## src/rtl/apwm_pkg.sv

```systemverilog
package apwm_pkg;

  // Register word addresses on the simple bus
  typedef enum logic [2:0] {
    ADDR_SAMPLE = 3'd0,
    ADDR_PERIOD = 3'd1,
    ADDR_COUNT  = 3'd2,
    ADDR_MODE   = 3'd3,
    ADDR_FLAGS  = 3'd4
  } regAddr_e;

  // Mode word bit positions
  localparam int MODE_RUN_BIT  = 0;
  localparam int MODE_FINE_BIT = 1;
  localparam int MODE_BYTE_BIT = 2;
  localparam int MODE_HOLD_LSB = 4;

  // Flags word bit positions
  localparam int FLAG_EMPTY_BIT = 0;
  localparam int FLAG_MATCH_BIT = 1;
  localparam int EN_EMPTY_BIT   = 8;
  localparam int EN_MATCH_BIT   = 9;

  // Strobes from control to datapath
  typedef struct packed {
    logic active;   // counter running (after the start cycle)
    logic start;    // first cycle after run was set: load everything
    logic reloadA;  // copy sample staging into working sample at this wrap
    logic fine;     // half-clock resolution
    logic byteFmt;  // 8-bit sample in the upper byte
  } apwmStrobe_t;

endpackage

```

## src/rtl/apwm_datapath.sv

```systemverilog
module apwm_datapath
  import apwm_pkg::*;
#(
  parameter int W = 16
) (
  input  logic        clk,
  input  logic        rstN,
  input  apwmStrobe_t strobe,
  input  logic [W-1:0] stageA,
  input  logic [W-1:0] stageB,
  output logic [W-1:0] count,
  output logic        atEnd,
  output logic        aHit,
  output logic        pwmOut
);

  localparam int HALF_W = W / 2;
  localparam logic [W-1:0] CNT_ONE = 1;

  logic [W-1:0] cnt;
  logic [W-1:0] workA;
  logic [W-1:0] workB;
  logic [W-1:0] sampleVal;
  logic [W-1:0] cmpPoint;
  logic [W:0]   widthHalves;
  logic [W:0]   halfLo;
  logic [W:0]   halfHi;
  logic         hiFirst;
  logic         hiSecond;
  logic         posQ;
  logic         secQ;
  logic         negQ;

  assign count = cnt;

  // Effective sample: full word or upper byte
  always_comb begin
    if (strobe.byteFmt) sampleVal = {{(W - HALF_W){1'b0}}, workA[W-1:HALF_W]};
    else                sampleVal = workA;
  end

  // Compare point in counter units, pulse width in half-clock units
  always_comb begin
    if (strobe.fine) begin
      cmpPoint    = sampleVal >> 1;
      widthHalves = {1'b0, sampleVal};
    end else begin
      cmpPoint    = sampleVal;
      widthHalves = {sampleVal, 1'b0};
    end
  end

  assign halfLo   = {cnt, 1'b0};
  assign halfHi   = {cnt, 1'b1};
  assign hiFirst  = strobe.active && (halfLo < widthHalves);
  assign hiSecond = strobe.active && (halfHi < widthHalves);

  assign atEnd = strobe.active && (cnt == workB);
  assign aHit  = strobe.active && !strobe.byteFmt && (cnt == cmpPoint);

  // Counter and working registers
  always_ff @(posedge clk or negedge rstN) begin
    if (!rstN) begin
      cnt   <= '0;
      workA <= '0;
      workB <= '0;
    end else if (strobe.start) begin
      cnt   <= '0;
      workA <= stageA;
      workB <= stageB;
    end else if (!strobe.active) begin
      cnt <= '0;
    end else if (atEnd) begin
      cnt   <= '0;
      workB <= stageB;
      if (strobe.reloadA) workA <= stageA;
    end else begin
      cnt <= cnt + CNT_ONE;
    end
  end

  // Dual-edge output: posQ ^ negQ shows hiFirst after the rising edge
  // and hiSecond after the falling edge, one clock behind the counter.
  always_ff @(posedge clk or negedge rstN) begin
    if (!rstN) begin
      posQ <= 1'b0;
      secQ <= 1'b0;
    end else begin
      posQ <= hiFirst ^ negQ;
      secQ <= hiSecond;
    end
  end

  always_ff @(negedge clk or negedge rstN) begin
    if (!rstN) negQ <= 1'b0;
    else       negQ <= secQ ^ posQ;
  end

  assign pwmOut = posQ ^ negQ;


  cnt_in_period_chk: assert property (@(posedge clk) disable iff (!rstN)
    strobe.active |-> (cnt <= workB));


  out_low_idle_chk: assert property (@(posedge clk) disable iff (!rstN)
    !$past(strobe.active) |-> !pwmOut);


  start_clears_cnt_chk: assert property (@(posedge clk) disable iff (!rstN)
    strobe.start |=> (cnt == '0));

endmodule

```

## src/rtl/apwm_ctrl.sv

```systemverilog
module apwm_ctrl
  import apwm_pkg::*;
#(
  parameter int W     = 16,
  parameter int REP_W = 4
) (
  input  logic        clk,
  input  logic        rstN,
  input  logic [2:0]  regAddr,
  input  logic        regWe,
  input  logic [W-1:0] regWrData,
  output logic [W-1:0] regRdData,
  input  logic [W-1:0] count,
  input  logic        atEnd,
  input  logic        aHit,
  output apwmStrobe_t strobe,
  output logic [W-1:0] stageA,
  output logic [W-1:0] stageB,
  output logic        irqOut,
  output logic        dmaReq
);

  localparam logic [REP_W:0] REP_ONE = 1;

  logic             runReg;
  logic             runQ;
  logic             fineReg;
  logic             byteReg;
  logic [REP_W-1:0] holdField;
  logic [REP_W:0]   repCnt;
  logic             emptyFlag;
  logic             matchFlag;
  logic             emptyEn;
  logic             matchEn;
  logic             wrSample;
  logic             wrPeriod;
  logic             wrMode;
  logic             wrFlags;
  logic             startEv;
  logic             reloadEv;
  logic             emptySet;

  assign wrSample = regWe && (regAddr == ADDR_SAMPLE);
  assign wrPeriod = regWe && (regAddr == ADDR_PERIOD);
  assign wrMode   = regWe && (regAddr == ADDR_MODE);
  assign wrFlags  = regWe && (regAddr == ADDR_FLAGS);

  assign startEv  = runReg && !runQ;
  assign reloadEv = atEnd && (repCnt == REP_ONE);
  assign emptySet = startEv || reloadEv;

  always_comb begin
    strobe.active  = runReg && runQ;
    strobe.start   = startEv;
    strobe.reloadA = reloadEv;
    strobe.fine    = fineReg;
    strobe.byteFmt = byteReg;
  end

  // Staging and mode registers
  always_ff @(posedge clk or negedge rstN) begin
    if (!rstN) begin
      stageA    <= '0;
      stageB    <= '0;
      runReg    <= 1'b0;
      fineReg   <= 1'b0;
      byteReg   <= 1'b0;
      holdField <= '0;
      emptyEn   <= 1'b0;
      matchEn   <= 1'b0;
      runQ      <= 1'b0;
    end else begin
      runQ <= runReg;
      if (wrSample) stageA <= regWrData;
      if (wrPeriod) stageB <= regWrData;
      if (wrMode) begin
        runReg    <= regWrData[MODE_RUN_BIT];
        fineReg   <= regWrData[MODE_FINE_BIT];
        byteReg   <= regWrData[MODE_BYTE_BIT];
        holdField <= regWrData[MODE_HOLD_LSB +: REP_W];
      end
      if (wrFlags) begin
        emptyEn <= regWrData[EN_EMPTY_BIT];
        matchEn <= regWrData[EN_MATCH_BIT];
      end
    end
  end

  // Hold counter: periods left until the next sample copy
  always_ff @(posedge clk or negedge rstN) begin
    if (!rstN)         repCnt <= REP_ONE;
    else if (emptySet) repCnt <= {1'b0, holdField} + REP_ONE;
    else if (atEnd)    repCnt <= repCnt - REP_ONE;
  end

  // Sticky flags (set wins over clear) and refill request (write wins)
  always_ff @(posedge clk or negedge rstN) begin
    if (!rstN) begin
      emptyFlag <= 1'b0;
      matchFlag <= 1'b0;
      dmaReq    <= 1'b0;
    end else begin
      if (emptySet)                                emptyFlag <= 1'b1;
      else if (wrFlags && regWrData[FLAG_EMPTY_BIT]) emptyFlag <= 1'b0;
      if (aHit)                                    matchFlag <= 1'b1;
      else if (wrFlags && regWrData[FLAG_MATCH_BIT]) matchFlag <= 1'b0;
      if (wrSample)      dmaReq <= 1'b0;
      else if (emptySet) dmaReq <= 1'b1;
    end
  end

  assign irqOut = (emptyFlag && emptyEn) || (matchFlag && matchEn);

  // Read mux
  always_comb begin
    regRdData = '0;
    case (regAddr)
      ADDR_SAMPLE: regRdData = stageA;
      ADDR_PERIOD: regRdData = stageB;
      ADDR_COUNT:  regRdData = count;
      ADDR_MODE: begin
        regRdData[MODE_RUN_BIT]            = runReg;
        regRdData[MODE_FINE_BIT]           = fineReg;
        regRdData[MODE_BYTE_BIT]           = byteReg;
        regRdData[MODE_HOLD_LSB +: REP_W]  = holdField;
      end
      ADDR_FLAGS: begin
        regRdData[FLAG_EMPTY_BIT] = emptyFlag;
        regRdData[FLAG_MATCH_BIT] = matchFlag;
        regRdData[EN_EMPTY_BIT]   = emptyEn;
        regRdData[EN_MATCH_BIT]   = matchEn;
      end
      default: regRdData = '0;
    endcase
  end


  start_sets_empty_chk: assert property (@(posedge clk) disable iff (!rstN)
    startEv |=> emptyFlag);


  dma_with_flag_chk: assert property (@(posedge clk) disable iff (!rstN)
    $rose(dmaReq) |-> emptyFlag);


  no_match_byte_chk: assert property (@(posedge clk) disable iff (!rstN)
    $rose(matchFlag) |-> !$past(byteReg));


  hold_nonzero_chk: assert property (@(posedge clk) disable iff (!rstN)
    (runReg && runQ) |-> (repCnt != '0));

endmodule

```

## src/rtl/apwm_timer.sv

```systemverilog
module apwm_timer
  import apwm_pkg::*;
#(
  parameter int W     = 16,
  parameter int REP_W = 4
) (
  input  logic         clk,
  input  logic         rstN,
  input  logic [2:0]   regAddr,
  input  logic         regWe,
  input  logic [W-1:0] regWrData,
  output logic [W-1:0] regRdData,
  output logic         pwmOut,
  output logic         irqOut,
  output logic         dmaReq
);

  apwmStrobe_t  strobe;
  logic [W-1:0] stageA;
  logic [W-1:0] stageB;
  logic [W-1:0] count;
  logic         atEnd;
  logic         aHit;

  apwm_ctrl #(.W(W), .REP_W(REP_W)) u_ctrl (
    .clk       (clk),
    .rstN      (rstN),
    .regAddr   (regAddr),
    .regWe     (regWe),
    .regWrData (regWrData),
    .regRdData (regRdData),
    .count     (count),
    .atEnd     (atEnd),
    .aHit      (aHit),
    .strobe    (strobe),
    .stageA    (stageA),
    .stageB    (stageB),
    .irqOut    (irqOut),
    .dmaReq    (dmaReq)
  );

  apwm_datapath #(.W(W)) u_dp (
    .clk    (clk),
    .rstN   (rstN),
    .strobe (strobe),
    .stageA (stageA),
    .stageB (stageB),
    .count  (count),
    .atEnd  (atEnd),
    .aHit   (aHit),
    .pwmOut (pwmOut)
  );

endmodule

```

## config.mk

```make
export PLATFORM = sky130hd
export DESIGN_NAME = apwm_timer
export DESIGN_NICKNAME = d
export VERILOG_FILES = /design/src/rtl/apwm_pkg.sv /design/src/rtl/apwm_datapath.sv /design/src/rtl/apwm_ctrl.sv /design/src/rtl/apwm_timer.sv
export SDC_FILE = /design/constraint.sdc
export NUM_CORES = 1
export LEC_CHECK = 0
export BUFFER_PORTS_ARGS = -buffer_cell sky130_fd_sc_hd__buf_2
export CORE_MARGIN = 2
export CORE_UTILIZATION = 31
export CTS_CLUSTER_DIAMETER = 30
export CTS_CLUSTER_SIZE = 12
export DETAILED_ROUTE_END_ITERATION = 8
export HOLD_SLACK_MARGIN = 0.02
export PLACE_DENSITY = 0.56
export SYNTH_ARGS = -nofsm -noshare
export SYNTH_HDL_FRONTEND = slang
export SYNTH_SLANG_ARGS = --single-unit
```

## constraint.sdc

```tcl
create_clock -name clk -period 3.8 [get_ports clk]
set_clock_uncertainty 0.2 [all_clocks]
set_input_delay 0.76 -clock clk [delete_from_list [all_inputs] [get_ports clk]]
set_output_delay 0.76 -clock clk [all_outputs]
set_load 0.02 [all_outputs]
```

==> impl_results.md, run 1 <==
* Outcome: finished with violations
* Violated checks: negative setup slack
* Share of power burned in registers at a little over two fifths
* Design Power at a little under 4 mW
* First-pass GRT wire length at around 23 mm
* Hold Fails Final Rpt at 0
* Crit-path max cell delay at 0.42 ns
* Setup crit start: u_dp.negQ$_DFF_NN0_
* Routed Antenna Nets at 0
* Crit path buffers/inverters at 1
* N_diodes at 0
* Gp weighted congestion at between 0.8 and 0.9
* Critical R2R Capture: u_dp.posQ$_DFF_PN0_
* Yosys top cell by area: dfrtp_1
* CTS Sinks at 101
* DR vias at 3,879
* YS warnings at 0
* Crit path max fanout at 2
* Crit-path cells: xor2_1, buf_4
* Max-cap violations at 0
* Sequential area share after synthesis at 44.7%
* Mapped Area at approximately 5700 um2
* Top Ports at 41
* Combinational share of power at 33.4%
* Max Slew Vio Count at 0
* CTS H-tree depth at 3
* Syn avg cell area at between 10 and 15 um2
* Global Route Usage Sum at between 10% and 20%
* Largest net degree at the start of global routing at 68
* WP data required at 2.84 ns
* Placed wire-length estimate at 10.4 mm
* Reg area at roughly 2500 um2
* RSZ-0062 raised after global routing: yes
* Core area at between 15,000 and 20,000 um2
* Hold WC Path Type: input pin to asynchronous set/reset pin
* #FFs+latches synth at a little over 100
* Worst-margin pin slew at roughly 0.86 ns
* Worst Reg-to-Reg Cells at 8
* Hold Slack at 0.275 ns
* Clock power share at 22.6%
* Slack of the worst reg-to-reg path at 0.73 ns
* CP max-delay cell: dfrtn_1
* Dominant cells by area after synthesis: dfrtp_1, mux2_2, ha_1
* Sw Pwr at approximately 1.4 mW
* Cells after synthesis at about 500
* CTS Buffer Depth at 2
* Dpl cell area at roughly 6000 um2
* Gr ovfl total at 0
* Max_slew headroom at 42.8%
* Cts hold-fix bufs at 0
* Rows at just under 50
* Pleak at ~2.8 nW
* Drt wl/cell at between 15 and 20 um
* Library cells used by synthesis at 58
* Pre-Repair DR Iteration Count at 5
* Die Y-Extent at around 140 um
* Clk Latency, worst-skew pair at 0.35 ns
* Crit path DAT at 2.96 ns
* Synthesis-to-layout area growth at 13.3%
* Antenna violations before repair at 0
* Critical Path Start Type: flip-flop
* Initial drt markers at around 220
* VDD IR max at between 0.2 and 0.3 mV
* Drt drc at 0
* Clock Tree Root: clkbuf_16
* # port buffers at 40
* Via density at 5.06
* Yosys top cell area share at a little over two fifths
* Clk slew on worst S/H paths at 0.07 ns
* Multi-input gate area at between 2000 and 3000 um2
* Net Count, Synth at 540
* Top FF cell, synth: dfrtp_1
* Final setup fails at 1
* DIE AREA at 19,300 um2
* Initial Util at between 30% and 40%
* # fillers at around 1,800
* Die X at around 140 um
* Setup WS post-layout at -0.120 ns
* CTS tree: done
* Post-Route WL at 14.0 mm
* Vias in the first global route at approximately 4,100
* Async SR Flop Fraction at 100%
* Critical path's top delay family: flip-flops
* Finished Cell Area at between 6000 and 7000 um2
* Internal power at approximately 2.5 mW
* Crit Path Class: flip-flop to primary output
* Switching Fraction at a little over a third
* Number of flops mapped to enable cells by yosys at 0
* CP Capture Type: primary output
* Fraction of layout cells with a size suffix above 1 at approximately a third
* Reg-to-reg startpoint: u_ctrl.fineReg$_DFFE_PN0P_
* PD cells at slightly above 600 nW/um2
* Total Nets Final at around 580
* TritonCTS Buffers at 9
[how the worst max path moves through the flow]
stage,endpoint,cells past startpoint
after CTS,pwmOut,2
after floorplan,pwmOut,1
after global routing,pwmOut,2
after detailed placement,pwmOut,2
final,pwmOut,2
after global placement,pwmOut,2
[through the flow]
step | TNS, ns | utilization (%) | cells | setup slack (ns)
after global routing | -0.172 | 35.7 | 766 | -0.172
after global placement | 0 | 34.1 | 749 | 0.191
after detailed placement | 0 | 34.1 | 749 | 0.202
final | -0.120 | 35.7 | 766 | -0.120
after floorplan | 0 | - | 497 | 0.157
after CTS | -0.133 | 35.7 | 766 | -0.133
[what timing repair did]
action                                 CTS  global route
pin swaps                                0             0
cloned                                   0             0
endpoints found under the hold margin    0             0
resized for setup                        1             0
setup buffers                            1             0
setup endpoints to repair                1             1
[flip-flops by register name (all words and copies together) (netlist names)]
signal            cells
u_ctrl.emptyEn        1
u_ctrl.runQ           1
u_ctrl.matchEn        1
u_ctrl.holdField      4
u_ctrl.matchFlag      1
u_ctrl.runReg         1
u_ctrl.stageB        16
u_ctrl.stageA        16
u_ctrl.fineReg        1
u_dp.workB           16
u_dp.negQ             1
u_ctrl.dmaReq         1
u_ctrl.emptyFlag      1
u_ctrl.byteReg        1
u_dp.secQ             1
u_dp.workA           16
u_ctrl.repCnt         5
u_dp.count           16
u_dp.posQ             1
[per-layer routing]
layer	part of all wire [%]	track usage, %	vias to the layer above
met2	48	24.8	69
met1	46	20.5	1958
li1	-	-	1837
met5	0	0	-
met4	1.3	4.09	0
met3	4.0	3.21	15
[cell type report]
type,count,share of cell area [%]
well taps,229,4.47
inverters,20,1.17
multi-input cells,349,46.0
clock inverters,6,0.859
flip-flops and latches,101,39.4
repair buffers,51,4.49
clock buffers,10,3.57
[synthesized netlist by cell type (all sizes together) (7+ instances only)]
cell / instances
or2: 9
a21oi: 14
nor2: 37
nand2: 26
xor2: 25
o22a: 10
inv: 20
xnor2: 10
clkbuf: 18
mux2i: 20
nand3: 14
nor2b: 8
ha: 21
buf: 9
o21ai: 8
mux2: 76
nor3: 7
dfrtp: 99
[worst register-to-register path: cells and delay by family, from the launching register on]
kind            cells  cell delay, ns
xor+xnor            1            0.12
mux                 1            0.23
flops               1            0.85
fa+ha+maj           1            0.30
simple gates        4            1.15
compound gates      1            0.15
[cells by family (layout without fill, tap and decap cells)]
| logic type | Yosys count | count (layout) | synth area share, % |
|---|---|---|---|
| fa+ha+maj | 21 | 21 | 4.64 |
| xor+xnor | 35 | 35 | 5.42 |
| compound gates | 63 | 63 | 7.96 |
| flops | 101 | 101 | 44.7 |
| mux | 102 | 102 | 21.7 |
| simple gates | 128 | 128 | 12.0 |
| buf+inv | 47 | 87 | 3.58 |
[placed cells by master (no fill, tap or decap), types with 2 or more instances in the layout]
cell and count:
a211oi_1 6, a21oi_1 14, a22o_1 2, a31oi_1 6, and2_1 6, buf_2 38
buf_4 13, clkbuf_16 9, clkinvlp_4 2, dfrtp_1 99, ha_1 21, inv_1 20
inv_8 2, mux2_2 68, mux2_4 8, mux2i_1 20, mux4_1 2, mux4_2 4
nand2_1 26, nand2b_1 3, nand3_1 14, nand4_1 4, nor2_1 37, nor2b_1 8
nor3_1 6, nor4_1 2, nor4_2 4, o21a_1 3, o21ai_0 7, o22a_1 10
o31ai_1 3, or2_2 9, xnor2_1 10, xor2_1 25
[power groups by stage]
| stage | clock network (mW) | registers, mW | logic (mW) |
|---|---|---|---|
| finish | 0.894 | 1.73 | 1.32 |
| CTS | 0.916 | 1.73 | 1.34 |
| floorplan | 0 | 1.60 | 1.05 |
| detailed placement | 0 | 1.76 | 1.31 |
| global placement | 0 | 1.74 | 1.27 |
| global route | 0.969 | 1.78 | 1.47 |
Power figures use the tool's default switching activity.
==> run 2, diff against run 1 <==
--- a/config.mk
+++ b/config.mk
@@ -12,7 +12,6 @@
 export CTS_CLUSTER_SIZE = 12
 export DETAILED_ROUTE_END_ITERATION = 8
 export HOLD_SLACK_MARGIN = 0.02
-export PLACE_DENSITY = 0.56
 export SYNTH_ARGS = -nofsm -noshare
 export SYNTH_HDL_FRONTEND = slang
 export SYNTH_SLANG_ARGS = --single-unit
==> constraint.sdc (replaced) <==
create_clock -name clk -period 3.8 [get_ports clk]
set_clock_uncertainty 0.2 [all_clocks]
set_input_delay 0.19 -clock clk [delete_from_list [all_inputs] [get_ports clk]]
set_output_delay 0.19 -clock clk [all_outputs]
set_load 0.02 [all_outputs]
==> run 2 against run 1 <==
Effect of this change: the run now ends clean; flip-flop and latch count stayed put; via count grew 1.2%; wire length down 1.4%; cell count up 1.6%; critical endpoint unchanged; non-clock buffer count up 13; register-to-register slack improved by 0.11 ns; clock power increased by 4.0%; largest cell class unchanged; core utilization up 0.79 points.
==> impl_results.md, run 2 (synthesis gave the netlist of run 1 again) <==
* DR vias at between 3,000 and 4,000
* Total Nets Final at approximately 600
* PD cells at about 600 nW/um2
* Worst-margin pin slew at a little over 0.9 ns
* Die X at between 100 and 150 um
* Dpl cell area at just over 6000 um2
* Crit path DAT at between 3 and 4 ns
* Cts hold-fix bufs at 17
* Synthesis-to-layout area growth at 15.9%
* Die Y-Extent at 139 um
* Vias in the first global route at between 4,000 and 5,000
* Crit path buffers/inverters at 1
* Max_slew headroom at slightly below 40%
* Hold WC Path Type: input pin to asynchronous set/reset pin
* Crit-path max cell delay at between 0.4 and 0.5 ns
* Gp weighted congestion at around 0.8
* # port buffers at 40
* Hold Fails Final Rpt at 0
* Largest net degree at the start of global routing at 74
* N_diodes at 0
* RSZ-0062 raised after global routing: no
* Pleak at ~2.9 nW
* Critical Path Start Type: flip-flop
* Clk Latency, worst-skew pair at 0.35 ns
* Clock Tree Root: clkbuf_16
* Crit-path cells: xor2_1, buf_2
* CP max-delay cell: dfrtn_1
* TritonCTS Buffers at 9
* Finished Cell Area at ~6600 um2
* Post-CTS Setup Bufs at 0
* CP Capture Type: primary output
* CTS resizes at 0
* CTS Buffer Depth at 2
* Global Route Usage Sum at between 10 and 15%
* Max Slew Vio Count at 0
* Clk slew on worst S/H paths at about 0.070 ns
* Via density at about 5.0
* Max-cap violations at 0
* Commonest non-fill, non-tap cells in the layout: dfrtp_1, mux2_2, buf_2, nor2_1, nand2_1
* Pre-Repair DR Iteration Count at 4
* Worst Reg-to-Reg Cells at 8
* Levels on crit path at 2
* Placed wire-length estimate at slightly below 10 mm
* Critical path's top delay family: flip-flops
* CTS Sinks at about 100
* Final setup fails at 0
* CTS tree: done
* Crit Path Class: flip-flop to primary output
* Commonest non-fill, non-tap cell in the layout: dfrtp_1
* Fraction of layout cells with a size suffix above 1 at 30.1%
* Rows at 49
* Initial drt markers at 204
* # fillers at 1,774
* Outcome: complete, no violations
* Drt wl/cell at 17.7 um
* Core area at approximately 18,000 um2
* Top Ports at between 40 and 50
* CTS H-tree depth at 3
* First-pass GRT wire length at between 20 and 25 mm
* Routed Antenna Nets at 0
* Hold Slack at 0.113 ns
* Fin Setup TNS at 0 ns
* Crit path max fanout at 2
* Initial Util at around a third
* WP data required at between 3 and 4 ns
* Post-Route WL at roughly 14 mm
* Gr ovfl total at 0
* Antenna violations before repair at 0
* VDD IR max at around 0.29 mV
* DIE AREA at ~19,000 um2
* Drt drc at 0
## run 2: cell types whose count changed in the layout (fill, tap and decap cells not counted), sizes merged
cell	delta
bufinv	+1
buf	-4
clkinv	+1
dlygate4sd3	+17
clkinvlp	-1
inv	-2
## run 2: report_power, final
group	leakage [nW]	internal, mW	switching (mW)	total (mW)
logic	1.51	0.678	0.630	1.31
clock network	0.139	0.510	0.420	0.930
registers	1.25	1.40	0.327	1.73
## run 2: stage by stage
| step | setup slack, ns | total power [mW] | instances | utilization (%) |
|---|---|---|---|---|
| 5_1_grt | 0.367 | 4.21 | 778 | 36.5 |
| 3_5_place_dp | 0.770 | 3.04 | 746 | 33.9 |
| 3_3_place_gp | 0.754 | 2.99 | 746 | 33.9 |
| 2_1_floorplan | 0.727 | 2.65 | 497 | - |
| 6_report | 0.404 | 3.97 | 778 | 36.5 |
| 4_1_cts | 0.389 | 4.00 | 778 | 36.5 |
## run 2: final timing paths
path,startpoint,endpoint,slack [ns]
worst max-delay path,u_dp.negQ$_DFF_NN0_,pwmOut,0.40
max in group asynchronous,rstN,u_dp.negQ$_DFF_NN0_,1.18
worst min-delay path,rstN,u_dp.posQ$_DFF_PN0_,0.11
worst min register to register,u_ctrl.dmaReq$_DFFE_PN0P_,u_ctrl.dmaReq$_DFFE_PN0P_,0.31
min in group clk,regWe,u_ctrl.stageB[2]$_DFFE_PN0P_,0.22
worst max register to register,u_ctrl.fineReg$_DFFE_PN0P_,u_dp.posQ$_DFF_PN0_,0.84
## run 2: layout make-up
cell class	instances	area, um2	area share (%)
inverter	20	75.1	1.15
clock inverter	5	60.1	0.916
multi-input combinational	349	2950	45.0
sequential	101	2530	38.6
timing repair buffer	64	425	6.49
clock buffer	10	229	3.49
tap	229	287	4.37
## run 2: routing by layer
layer / vias to the layer above / GRT usage [%] / share of wire [%]
li1: 1868 / - / -
met1: 1979 / 19.9 / 47
met2: 64 / 24.2 / 48
met3: 15 / 1.83 / 2.8
met4: 0 / 5.58 / 1.8
met5: - / 0 / 0
